## src/rtl/wake_evt_pkg.sv

```systemverilog
// Shared constants for the wake-up event flag controller.
// Holds the source count, the register width and the bit position that
// each source takes in the event flag and release-cause registers.
package wake_evt_pkg;
    localparam int NSRC  = 5;
    localparam int REG_W = 8;

    // Bit of the event flag register that each source sets.
    function automatic int evf_pos(input int s);
        case (s)
            0:       return 0;
            1:       return 1;
            2:       return 2;
            3:       return 4;
            default: return 7;
        endcase
    endfunction

    // Bit of the release-cause register that each source sets.
    function automatic int cause_pos(input int s);
        case (s)
            0:       return 0;
            1:       return 1;
            2:       return 2;
            3:       return 4;
            default: return 5;
        endcase
    endfunction

    // Mask of the event flag bits that are in use.
    function automatic logic [REG_W-1:0] evf_used();
        logic [REG_W-1:0] m;
        m = '0;
        for (int s = 0; s < NSRC; s++) m[evf_pos(s)] = 1'b1;
        return m;
    endfunction

    // Mask of the release-cause bits that are in use.
    function automatic logic [REG_W-1:0] cause_used();
        logic [REG_W-1:0] m;
        m = '0;
        for (int s = 0; s < NSRC; s++) m[cause_pos(s)] = 1'b1;
        return m;
    endfunction
endpackage

```

## src/rtl/wake_evt_flags.sv

```systemverilog
// Event flag register. Each source has one flag. A strobe sets it; a
// masked clear command or that source's interrupt acknowledge clears it.
// A set wins over a clear in the same cycle. The flag's next value is
// also provided so the cause logic can release on the same edge.
// Assumes strobes are one-cycle and synchronous to clk.
module wake_evt_flags
    import wake_evt_pkg::*;
#(
    parameter int N = NSRC,
    parameter int W = REG_W
) (
    input  logic         clk,
    input  logic         rst_n,
    input  logic [N-1:0] strobe,
    input  logic         clr_cmd,
    input  logic [W-1:0] clr_mask,
    input  logic [N-1:0] ack,
    output logic [N-1:0] flag_q,
    output logic [N-1:0] flag_nxt,
    output logic [W-1:0] flag_reg
);
    localparam logic [W-1:0] USED = evf_used();

    logic [N-1:0] clr_src;

    for (genvar g = 0; g < N; g++) begin : g_src
        localparam int P = evf_pos(g);
        // Per-source clear from the masked command, read at this source's bit.
        assign clr_src[g]  = clr_cmd & clr_mask[P];
        // Next flag value: a set beats either kind of clear.
        assign flag_nxt[g] = strobe[g] | (flag_q[g] & ~clr_src[g] & ~ack[g]);

        // a strobe is always recorded on the next edge.
        a_r2_strobe_sets: assert property (@(posedge clk) disable iff (!rst_n)
            strobe[g] |=> flag_reg[P]);
        // an acknowledge without a strobe drops the flag.
        a_r4_ack_clears: assert property (@(posedge clk) disable iff (!rst_n)
            (ack[g] && !strobe[g]) |=> !flag_reg[P]);
    end

    // Flag storage with synchronous reset.
    always_ff @(posedge clk) begin
        if (!rst_n) flag_q <= '0;
        else        flag_q <= flag_nxt;
    end

    // Place each source's flag at its register position.
    always_comb begin
        flag_reg = '0;
        for (int s = 0; s < N; s++) flag_reg[evf_pos(s)] = flag_q[s];
    end

    // reserved positions stay zero.
    a_r2_reserved_zero: assert property (@(posedge clk) disable iff (!rst_n)
        (flag_reg & ~USED) == '0);
    // clear mask bits at reserved positions leave the register clean.
    a_r3_reserved_mask_quiet: assert property (@(posedge clk) disable iff (!rst_n)
        (clr_cmd && ((clr_mask & ~USED) != '0)) |=> ((flag_reg & ~USED) == '0));
endmodule

```

## src/rtl/wake_en_mask.sv

```systemverilog
// Hold-enable mask, one bit per source, loaded by a write strobe.
// Also provides the next value so the cause logic can release on the
// same edge as an enable clear.
module wake_en_mask
    import wake_evt_pkg::*;
#(
    parameter int N = NSRC
) (
    input  logic         clk,
    input  logic         rst_n,
    input  logic         wr,
    input  logic [N-1:0] wdata,
    output logic [N-1:0] en_q,
    output logic [N-1:0] en_nxt
);
    // Next mask value: load on write, otherwise hold.
    assign en_nxt = wr ? wdata : en_q;

    // Mask storage with synchronous reset.
    always_ff @(posedge clk) begin
        if (!rst_n) en_q <= '0;
        else        en_q <= en_nxt;
    end

    // a write lands on the next edge.
    a_r10_load: assert property (@(posedge clk) disable iff (!rst_n)
        wr |=> (en_q == $past(wdata)));
endmodule

```

## src/rtl/wake_cause_reg.sv

```systemverilog
// Hold release-cause register. A strobe from an enabled source sets its
// bit. A set bit is kept until both the source's event flag and its
// enable bit are zero, and it releases on the edge where that becomes
// true. Assumes the next values of the flags and the mask come from
// their own registers.
module wake_cause_reg
    import wake_evt_pkg::*;
#(
    parameter int N = NSRC,
    parameter int W = REG_W
) (
    input  logic         clk,
    input  logic         rst_n,
    input  logic [N-1:0] strobe,
    input  logic [N-1:0] en_q,
    input  logic [N-1:0] en_nxt,
    input  logic [N-1:0] flag_nxt,
    output logic [N-1:0] cause_q,
    output logic [W-1:0] cause_reg,
    output logic         cause_any
);
    localparam logic [W-1:0] USED = cause_used();

    logic [N-1:0] cause_nxt;

    // Next cause: set on an enabled strobe, otherwise kept while flag or enable remain.
    assign cause_nxt = (strobe & en_q) | (cause_q & (flag_nxt | en_nxt));

    // Cause storage with synchronous reset.
    always_ff @(posedge clk) begin
        if (!rst_n) cause_q <= '0;
        else        cause_q <= cause_nxt;
    end

    // Place each source's cause at its register position.
    always_comb begin
        cause_reg = '0;
        for (int s = 0; s < N; s++) cause_reg[cause_pos(s)] = cause_q[s];
    end

    // Summary used to gate hold.
    assign cause_any = |cause_q;

    for (genvar g = 0; g < N; g++) begin : g_chk
        // an enabled strobe is recorded on the next edge.
        a_r5_enabled_sets: assert property (@(posedge clk) disable iff (!rst_n)
            (strobe[g] && en_q[g]) |=> cause_reg[cause_pos(g)]);
        // a disabled strobe cannot raise a clear cause bit.
        a_r5_disabled_quiet: assert property (@(posedge clk) disable iff (!rst_n)
            (!strobe[g] || !en_q[g]) && !cause_q[g] |=> !cause_q[g]);
    end

    // reserved positions stay zero.
    a_r5_reserved_zero: assert property (@(posedge clk) disable iff (!rst_n)
        (cause_reg & ~USED) == '0);
endmodule

```

## src/rtl/wake_hold_fsm.sv

```systemverilog
// Hold state machine. A request enters hold only while no cause bit is
// pending. A pending cause ends hold on the next edge, and a registered
// wake pulse is raised for that one cycle.
module wake_hold_fsm (
    input  logic clk,
    input  logic rst_n,
    input  logic hold_req,
    input  logic cause_any,
    output logic hold_active,
    output logic wake
);
    typedef enum logic {HS_RUN = 1'b0, HS_HOLD = 1'b1} hold_st_t;

    hold_st_t st_q, st_d;

    // Next state: gated entry, exit on any cause.
    always_comb begin
        st_d = st_q;
        case (st_q)
            HS_RUN:  if (hold_req && !cause_any) st_d = HS_HOLD;
            HS_HOLD: if (cause_any)              st_d = HS_RUN;
            default: st_d = HS_RUN;
        endcase
    end

    // State and wake pulse registers with synchronous reset.
    always_ff @(posedge clk) begin
        if (!rst_n) begin
            st_q <= HS_RUN;
            wake <= 1'b0;
        end else begin
            st_q <= st_d;
            wake <= (st_q == HS_HOLD) && cause_any;
        end
    end

    assign hold_active = (st_q == HS_HOLD);

    // a request with a pending cause is ignored.
    a_r7_gated_entry: assert property (@(posedge clk) disable iff (!rst_n)
        (!hold_active && cause_any) |=> !hold_active);
    // a clean request is accepted.
    a_r7_accept: assert property (@(posedge clk) disable iff (!rst_n)
        (!hold_active && !cause_any && hold_req) |=> hold_active);
    // a pending cause ends hold and raises wake.
    a_r8_exit_wake: assert property (@(posedge clk) disable iff (!rst_n)
        (hold_active && cause_any) |=> (!hold_active && wake));
    // wake lasts one cycle.
    a_r8_wake_single: assert property (@(posedge clk) disable iff (!rst_n)
        wake |=> !wake);
endmodule

```

## src/rtl/wake_evt_ctrl.sv

```systemverilog
// Top of the wake-up event flag controller. Connects the event flag
// register, the hold-enable mask, the release-cause register and the
// hold state machine, and provides the nibble read of the cause register.
// Assumes single-cycle strobes and one clock domain.
module wake_evt_ctrl
    import wake_evt_pkg::*;
(
    input  logic                 clk,
    input  logic                 rst_n,
    input  logic [NSRC-1:0]      ev_strobe,
    input  logic                 en_wr,
    input  logic [NSRC-1:0]      en_wdata,
    input  logic                 clr_cmd,
    input  logic [REG_W-1:0]     clr_mask,
    input  logic [NSRC-1:0]      int_ack,
    input  logic                 hold_req,
    input  logic                 rd_cause_lo,
    input  logic                 rd_cause_hi,
    output logic [REG_W-1:0]     evt_flags,
    output logic [REG_W-1:0]     cause_flags,
    output logic [REG_W/2-1:0]   cause_nib,
    output logic                 hold_active,
    output logic                 wake
);
    localparam int NIB = REG_W / 2;

    logic [NSRC-1:0] flag_q, flag_nxt, en_q, en_nxt, cause_q;
    logic            cause_any;

    wake_evt_flags #(.N(NSRC), .W(REG_W)) u_flags (
        .clk(clk), .rst_n(rst_n), .strobe(ev_strobe), .clr_cmd(clr_cmd),
        .clr_mask(clr_mask), .ack(int_ack), .flag_q(flag_q),
        .flag_nxt(flag_nxt), .flag_reg(evt_flags)
    );

    wake_en_mask #(.N(NSRC)) u_en (
        .clk(clk), .rst_n(rst_n), .wr(en_wr), .wdata(en_wdata),
        .en_q(en_q), .en_nxt(en_nxt)
    );

    wake_cause_reg #(.N(NSRC), .W(REG_W)) u_cause (
        .clk(clk), .rst_n(rst_n), .strobe(ev_strobe), .en_q(en_q),
        .en_nxt(en_nxt), .flag_nxt(flag_nxt), .cause_q(cause_q),
        .cause_reg(cause_flags), .cause_any(cause_any)
    );

    wake_hold_fsm u_hold (
        .clk(clk), .rst_n(rst_n), .hold_req(hold_req), .cause_any(cause_any),
        .hold_active(hold_active), .wake(wake)
    );

    // Nibble read: low select has priority, no select reads zero.
    always_comb begin
        if (rd_cause_lo)      cause_nib = cause_flags[NIB-1:0];
        else if (rd_cause_hi) cause_nib = cause_flags[REG_W-1:NIB];
        else                  cause_nib = '0;
    end

    for (genvar g = 0; g < NSRC; g++) begin : g_link
        // a set cause bit always has its flag or its enable behind it.
        a_r6_cause_backed: assert property (@(posedge clk) disable iff (!rst_n)
            cause_q[g] |-> (flag_q[g] || en_q[g]));
        // while flag or enable stays set, the cause bit stays set.
        a_r6_cause_kept: assert property (@(posedge clk) disable iff (!rst_n)
            (cause_q[g] && (flag_nxt[g] || en_nxt[g])) |=> cause_q[g]);
    end
endmodule

```

## config.mk

```make
export PLATFORM = sky130hd
export DESIGN_NAME = wake_evt_ctrl
export DESIGN_NICKNAME = d
export VERILOG_FILES = /design/src/rtl/wake_evt_pkg.sv /design/src/rtl/wake_evt_flags.sv /design/src/rtl/wake_en_mask.sv /design/src/rtl/wake_cause_reg.sv /design/src/rtl/wake_hold_fsm.sv /design/src/rtl/wake_evt_ctrl.sv
export SDC_FILE = /design/constraint.sdc
export NUM_CORES = 1
export LEC_CHECK = 0
export ABC_AREA = 0
export BUFFER_PORTS_ARGS = -buffer_cell sky130_fd_sc_hd__buf_2
export CORE_MARGIN = 2
export CORE_UTILIZATION = 42
export CTS_BUF_LIST = sky130_fd_sc_hd__clkbuf_16
export DETAILED_ROUTE_END_ITERATION = 10
export GPL_TIMING_DRIVEN = 0
export PLACE_DENSITY = 0.85
export REMOVE_ABC_BUFFERS = 1
export SLEW_MARGIN = 20
export SYNTH_ARGS = -nofsm -noshare
export SYNTH_HDL_FRONTEND = slang
export SYNTH_SLANG_ARGS = --single-unit
```

## constraint.sdc

```tcl
create_clock -name clk -period 1.73 [get_ports clk]
set_clock_uncertainty 0.1 [all_clocks]
set_input_delay 0.346 -clock clk [delete_from_list [all_inputs] [get_ports clk]]
set_output_delay 0.346 -clock clk [all_outputs]
set_load 0.02 [all_outputs]
```

# Word level (Yosys, flattened, before mapping)

Cells that the tools add are included.

Output and inout bits: 22
Word-level logic and storage cells: 50
Register bits: 17
Bits of input ports: 30

Bitwise gates (word level): 35
Multiplexer cells: 6
Reduce and logical (&&, ||, !) cells: 4

Operator list:

| operator          | count |
|---|---|
| $and 1x1->1       | 15 |
| $not 1->1         | 11 |
| $and 5x5->5       | 2 |
| $or 5x5->5        | 2 |
| $mux 5            | 1 |
| $or 1x1->1        | 5 |
| $reduce_or 5->1   | 1 |
| $mux 3            | 1 |
| $logic_and 1x1->1 | 2 |
| $mux 1            | 2 |
| $mux 2            | 1 |
| $pmux 1 s2        | 1 |
| $logic_not 1->1   | 1 |

# Logic depth before layout (Yosys ltp)

Gate-level depths: netlist of run 1.

Word-level depth: 8
Gate-level depth with buffers: 3
Depth with buffers taken out: 3

# Modules after synthesis

A second synthesis of run 1 with hierarchy kept.

Cell total of the unflattened synthesis: 95
Area, all modules: 840.8 µm²

Modules (own cells, without submodules):

| module         | area an instance (µm²) | instances | seq. area each (µm²) | cells each |
|---|---|---|---|---|
| wake_evt_flags | 276.5                  | 1         | 100.1                | 34 |
| wake_cause_reg | 257.7                  | 1         | 100.1                | 32 |
| wake_en_mask   | 191.4                  | 1         | 100.1                | 15 |
| wake_hold_fsm  | 63.8                   | 1         | 40.0                 | 5 |
| wake_evt_ctrl  | 51.3                   | 1         | 0.0                  | 9 |

# Worst setup path before layout of run 1

No wires, ideal clock.

Path type: flip-flop to output port
Start point: reg u_cause.cause_q[3]
End point: out cause_nib[0]
Required time: 1284 ps
Slack: 275 ps
Stages on the path, launching flop included: 3
Data arrival time: 1009 ps
Path buffers: 0
Cell sequence: dfxtp_1 > nand2_1 > o21ai_0

Word-level cells in the longest chain between the ends: 2

Ends and longest elaborated chain:

| element                | RTL line             | RTL |
|---|---|---|
| from (decl)            | wake_cause_reg.sv:18 | `output logic [N-1:0] cause_q,` |
| from (signal assigned) | wake_cause_reg.sv:32 | `else cause_q <= cause_nxt;` |
| $mux 2                 | wake_evt_ctrl.sv:55  | `else if (rd_cause_hi) cause_nib = cause_flags[REG_W-1:NIB];` |
| $mux 3                 | wake_evt_ctrl.sv:54  | `if (rd_cause_lo) cause_nib = cause_flags[NIB-1:0];` |
| to (decl)              | wake_evt_ctrl.sv:21  | `output logic [REG_W/2-1:0] cause_nib,` |

No other way between the ends.

# Worst setup path after layout of run 1

Same ends and word-level chain as after synthesis.

==> results.toml, run 1 <==
[setup_path]
reg2reg_slack_ns = 0.66
crit_slowest_cell = "dfxtp_1"
rr_worst_depth = 2
worstSetupPathType = "reg -> out"
arrival_ns = 1.10
crit_end = "cause_nib[0]"
worstSetupStartpointType = "flop"
r2r_end = "u_cause.cause_q[3]"
startpoint = "u_cause.cause_q[3]"
crit_path_end_kind = "output port"
crit_chain = "nand2_1 -> o21ai_0 -> buf_2"
reg2reg_from = "u_en.en_q[3]"
worstPathRequired_ns = 1.28
crit_path_max_incr_delay_ns = 0.40
cp_max_fo = 4

[global_route]
grt_pass1_wl_um = 2340
grt_max_degree = 18
gr-usage-all-layers_pct = 16.4
grt_pass1_vias = 587
grt-ovfl-total = 0
met3_usage_pct = 3.97
antenna_found_initial = 0
grt.busiest_layer = "met2"
use_met1_pct = 16.9
met2_usage_pct = 29.3

[yosys]
ys_seq_area_share_pct = 46.4
syn_area_sq_um = 733
synth_top_cells_by_area = "dfxtp_1 46%, buf_4 7.2%, mux2_2 6.1%"
avgSynthCellArea_sq_um = 9.65
ys_ff_latch = 17
synth_top_cell_area_share_pct = 46.4
yosysUniqueCellTypes = 21
synth_top_area_cell = "dfxtp_1"
synth_cells = 76
yosysWarningCount = 0

[final_layout]
finalInstanceArea_sq_um = 1000
areaGrowthSynthToFinish_pct = 36.9
final_cell_mix = "41 x buf_2, 17 x dfxtp_1, 7 x nand2_1, 7 x conb_1, 6 x inv_1"
n_antenna_cell = 0
layout_commonest_cell = "buf_2"
nets = 150
drive_gt1_share_pct = 43.7

[detailed_routing]
detail-route-antenna-nets = 0
drc_errors = 0
wl_per_cell_um = 12.1
route.vias.total = 673
drt_pass1_iterations = 4
drt_iter0_drc = 5
routed_via_density = 4.95
wirelength_um = 1650

[placed_design]
routabilityCongestion = 0.666
portBuffers = 41
placed_cell_area_sq_um = 925
dp_hpwl_um = 1150

[timing]
hold_violations = 0
rsz0062_at_grt = "no"
fin_crit_sh_pct = 89.6
finalMaxSlewViolations = 0
min_period_ns = 1.55
fmax_mhz = 645
setup_viol = 0
tns_ns = 0

[die]
io_pins = 52
fp.dieW_um = 45.8
die_h_um = 45.8
initial_core_util_pct = 43.4
fp.coreArea_sq_um = 1690
die_area_sq_um = 2100
rows = 15

[run_status]
outcome = "finished clean"

[power]
p_per_area_nw_per_um2 = 1010
finalPower_mw = 1.01
power_switching_uw = 232
netSwitchingFraction_pct = 22.9
p_int_uw = 782
comb_power_share_pct = 13.9
clkPwrFrac_pct = 44.1
peakVddDrop_uv = 510
power_frac_seq_pct = 42.0
p_leak_nw = 0.563

[clock_network]
clockBufferDepth = 2
cts.clk_slew.worst_paths_ns = 0.05
clock-sinks = 17
cts_resized = 0
cts_made_buffers = 3
root_buffer = "clkbuf_16"
htree_levels = 1
cts_tree = "done"
worstSkewPairLatency_ns = 0.24
cts_hold_buffers = 0
post_cts_buffers = 0

[min_path]
min_path_type = "in -> reg"

[flow_run]
maxCapViolations = 0
==> stage by stage <==
stage	hold slack [ns]	setup slack, ns	util, %	instances
CTS	0.244	0.174	59.4	136
global route	0.260	0.115	59.4	136
floorplan	0.362	0.275	-	74
detailed placement	0.391	0.356	54.7	132
finish	0.247	0.180	59.4	136
global placement	0.381	0.351	54.7	132
==> worst min-delay path by stage <==
stage	end	cells past startpoint	from	slack (ns)
after floorplan	u_cause.cause_q[4]	2	rst_n	0.36
after detailed placement	u_hold.wake	1	u_hold.hold_active	0.39
after global routing	u_flags.flag_q[2]	2	ev_strobe[2]	0.26
after CTS	u_flags.flag_q[2]	2	ev_strobe[2]	0.24
final	u_flags.flag_q[0]	2	ev_strobe[0]	0.25
after global placement	u_hold.wake	1	u_hold.hold_active	0.38
==> cells by family after synthesis <==
group | Yosys count | synth area share (%)
multiplexers | 5 | 7.51
AO/OA/AOI/OAI | 22 | 22.4
AND/OR/NAND/NOR | 18 | 12.8
flip-flops | 17 | 46.4
buffers and inverters | 13 | 10.4
other | 1 | 0.511
==> synth_stat cells <==
cell      count
a21o_1        5
nor2b_1       2
and3_1        1
dfxtp_1      17
nand2_1       7
inv_1         5
conb_1        1
o21ai_0       3
o311a_1       4
o21a_1        4
nor2_1        2
and2_1        1
a21oi_1       1
buf_2         1
mux2_2        4
mux2i_1       1
and2_2        4
nor3_1        1
buf_4         7
a31oi_1       1
a211oi_1      4
==> registers in the layout, summed over array words and instances (netlist names) <==
name and count:
u_flags.flag_q 5, u_hold.hold_active 1, u_cause.cause_q 5, u_hold.wake 1
u_en.en_q 5
==> layout make-up <==
| cell class | instances | area [sq um] |
|---|---|---|
| clock inverter | 1 | 3.75 |
| sequential | 17 | 340 |
| tap | 17 | 21.3 |
| timing repair buffer | 41 | 205 |
| multi-input combinational | 52 | 339 |
| inverter | 5 | 18.8 |
| fill | 149 | 686 |
| clock buffer | 3 | 75.1 |
==> critical path: cells and delay by family (launching register included) <==
kind	cells	cell delay (ns)
buffers and inverters	1	0.19
flip-flops	1	0.40
AND/OR/NAND/NOR	1	0.09
AO/OA/AOI/OAI	1	0.18
==> power groups by stage <==
stage,Combinational [mW],Sequential [mW],Clock (mW)
detailed placement,0.139,0.434,0
CTS,0.142,0.426,0.454
global route,0.156,0.428,0.474
floorplan,0.0598,0.450,0
global placement,0.136,0.433,0
finish,0.141,0.426,0.447
==> per-layer routing <==
metal | vias to the layer above | wire length, um
li1 | 339 | -
met1 | 292 | 677
met2 | 37 | 779
met3 | 5 | 149
met4 | 0 | 38
met5 | - | 0
Note: power is estimated with default switching activity, not from simulation.
==> run 2: changes to the inputs <==
--- a/config.mk
+++ b/config.mk
@@ -14,3 +14,5 @@
 export GPL_TIMING_DRIVEN = 0
+export HOLD_SLACK_MARGIN = 0.08
 export PLACE_DENSITY = 0.85
+export RECOVER_POWER = 50
 export REMOVE_ABC_BUFFERS = 1
--- a/constraint.sdc
+++ b/constraint.sdc
@@ -4,2 +4,2 @@
 set_output_delay 0.346 -clock clk [all_outputs]
-set_load 0.02 [all_outputs]
+set_load 0.01 [all_outputs]
==> run 2 against run 1 <==
Power shrank 1.9%. Clock power about the same. Maximum frequency up 2.2%. Sequential share of layout area up 0.13 points. Non-clock buffer count unchanged. Cell count is the same. Clock-buffer cell count is the same. Setup slack improved by 0.034 ns. Highest routed layer unchanged. Utilization down 0.22 points. Via count decreased by 0.89%. Largest cell class unchanged. Largest power group unchanged. Register-to-register slack worse by 0.03 ns. Global-route usage unchanged.
==> results.toml, run 2 (synthesized netlist as in run 1, its figures left out) <==
[run_status]
outcome = "finished clean"

[setup_path]
reg2reg_slack_ns = 0.63
crit_slowest_cell = "dfxtp_1"
worstSetupStartpointType = "flop"
worstSetupPathType = "reg -> out"
arrival_ns = 1.07
crit_chain = "nand2_1 -> o21ai_0 -> buf_2"
cp_max_fo = 4
crit_path_end_kind = "output port"
crit_path_max_incr_delay_ns = 0.40
worstPathRequired_ns = 1.28

[timing]
finalMaxSlewViolations = 0
fmax_mhz = 659
hold_slack_ns = 0.247
rsz0062_at_grt = "no"
tns_ns = 0
setup_ws_ns = 0.213
min_period_ns = 1.52
fin_crit_sh_pct = 87.7
hold_violations = 0
setup_viol = 0

[die]
die_area_sq_um = 2100
fp.coreArea_sq_um = 1690
fp.dieW_um = 45.8
rows = 15
initial_core_util_pct = 43.4
die_h_um = 45.8
io_pins = 52

[final_layout]
multiInputGateArea_sq_um = 339
seq_area_sq_um = 340
layout_commonest_cell = "buf_2"
post-route-util_pct = 59.2
drive_gt1_share_pct = 39.5
n_antenna_cell = 0
top_regs = "u_cause.cause_q: 5 flops, u_en.en_q: 5 flops, u_flags.flag_q: 5 flops"
nets = 150
areaGrowthSynthToFinish_pct = 36.3
fillers = 150
final_cell_mix = "38 x buf_2, 17 x dfxtp_1, 7 x nand2_1, 7 x conb_1, 6 x inv_1"

[detailed_routing]
route.vias.total = 667
wirelength_um = 1650
routed_via_density = 4.90
drt_pass1_iterations = 4
drt_iter0_drc = 5
drc_errors = 0
wl_per_cell_um = 12.1
detail-route-antenna-nets = 0

[clock_network]
post_cts_buffers = 0
cts.clk_slew.worst_paths_ns = 0.05
clockBufferDepth = 2
cts_resized = 0
cts_hold_buffers = 0
htree_levels = 1
cts_made_buffers = 3
worstSkewPairLatency_ns = 0.25
cts_tree = "done"
clock-sinks = 17
root_buffer = "clkbuf_16"

[placed_design]
pre_cts_ws_ns = 0.356
dp_hpwl_um = 1150
portBuffers = 41
routabilityCongestion = 0.666

[global_route]
gr-usage-all-layers_pct = 16.4
grt_max_degree = 18
grt_pass1_wl_um = 2340
antenna_found_initial = 0
grt-ovfl-total = 0
grt_pass1_vias = 587

[power]
p_leak_nw = 0.554
p_per_area_nw_per_um2 = 994
peakVddDrop_uv = 509

[min_path]
min_path_type = "in -> reg"

[flow_run]
maxCapViolations = 0
==> run 2: cell types whose count changed in the layout (fill, tap and decap cells not counted) <==
cell      before  now
buf_2         41   38
clkbuf_1       0    3
mux2_1         0    2
mux2_2         4    2
==> run 2: worst paths after layout <==
check                      from            endpoint  depth (start not counted)
min reg2reg  u_hold.hold_active         u_hold.wake                          1
max          u_cause.cause_q[3]        cause_nib[0]                          3
min                ev_strobe[0]   u_flags.flag_q[0]                          2
max reg2reg        u_en.en_q[1]  u_cause.cause_q[1]                          2
==> run 2: power by group <==
| part | switching [mW] | internal, mW | leakage (nW) |
|---|---|---|---|
| clock | 0.141 | 0.306 | 0.0423 |
| combinational | 0.0611 | 0.0594 | 0.372 |
| sequential | 0.0119 | 0.414 | 0.140 |
| total | 0.214 | 0.780 | 0.554 |
==> run 2: through the flow <==
stage / cells / total power, mW / cell area, sq um
floorplan: 74 / 0.491 / 698
global placement: 132 / 0.550 / 925
detailed placement: 132 / 0.554 / 925
CTS: 136 / 1.00 / 1000
global route: 136 / 1.04 / 1000
finish: 136 / 0.994 / 1000
==> run 2: cell type report <==
type / instances / share of cell area [%]
flip-flops and latches: 17 / 34.0
multi-input cells: 52 / 33.9
repair buffers: 41 / 20.2
clock buffers: 3 / 7.51
well taps: 17 / 2.13
inverters: 5 / 1.88
clock inverters: 1 / 0.375
==> run 2: worst max-delay path: cells and delay by family, from the launching register on <==
family                 cells  cell delay (ns)
AOI/OAI and AO/OA          1             0.18
DFF                        1             0.40
and+or+nand+nor            1             0.09
buffers and inverters      1             0.16
==> run 2: metal layers <==
| metal | GRT usage [%] | share of wire (%) | vias up |
|---|---|---|---|
| li1 | - | - | 337 |
| met1 | 16.9 | 42 | 290 |
| met2 | 29.3 | 47 | 35 |
| met3 | 3.97 | 8.7 | 5 |
| met4 | 10.3 | 2.3 | 0 |
| met5 | 0 | 0 | - |
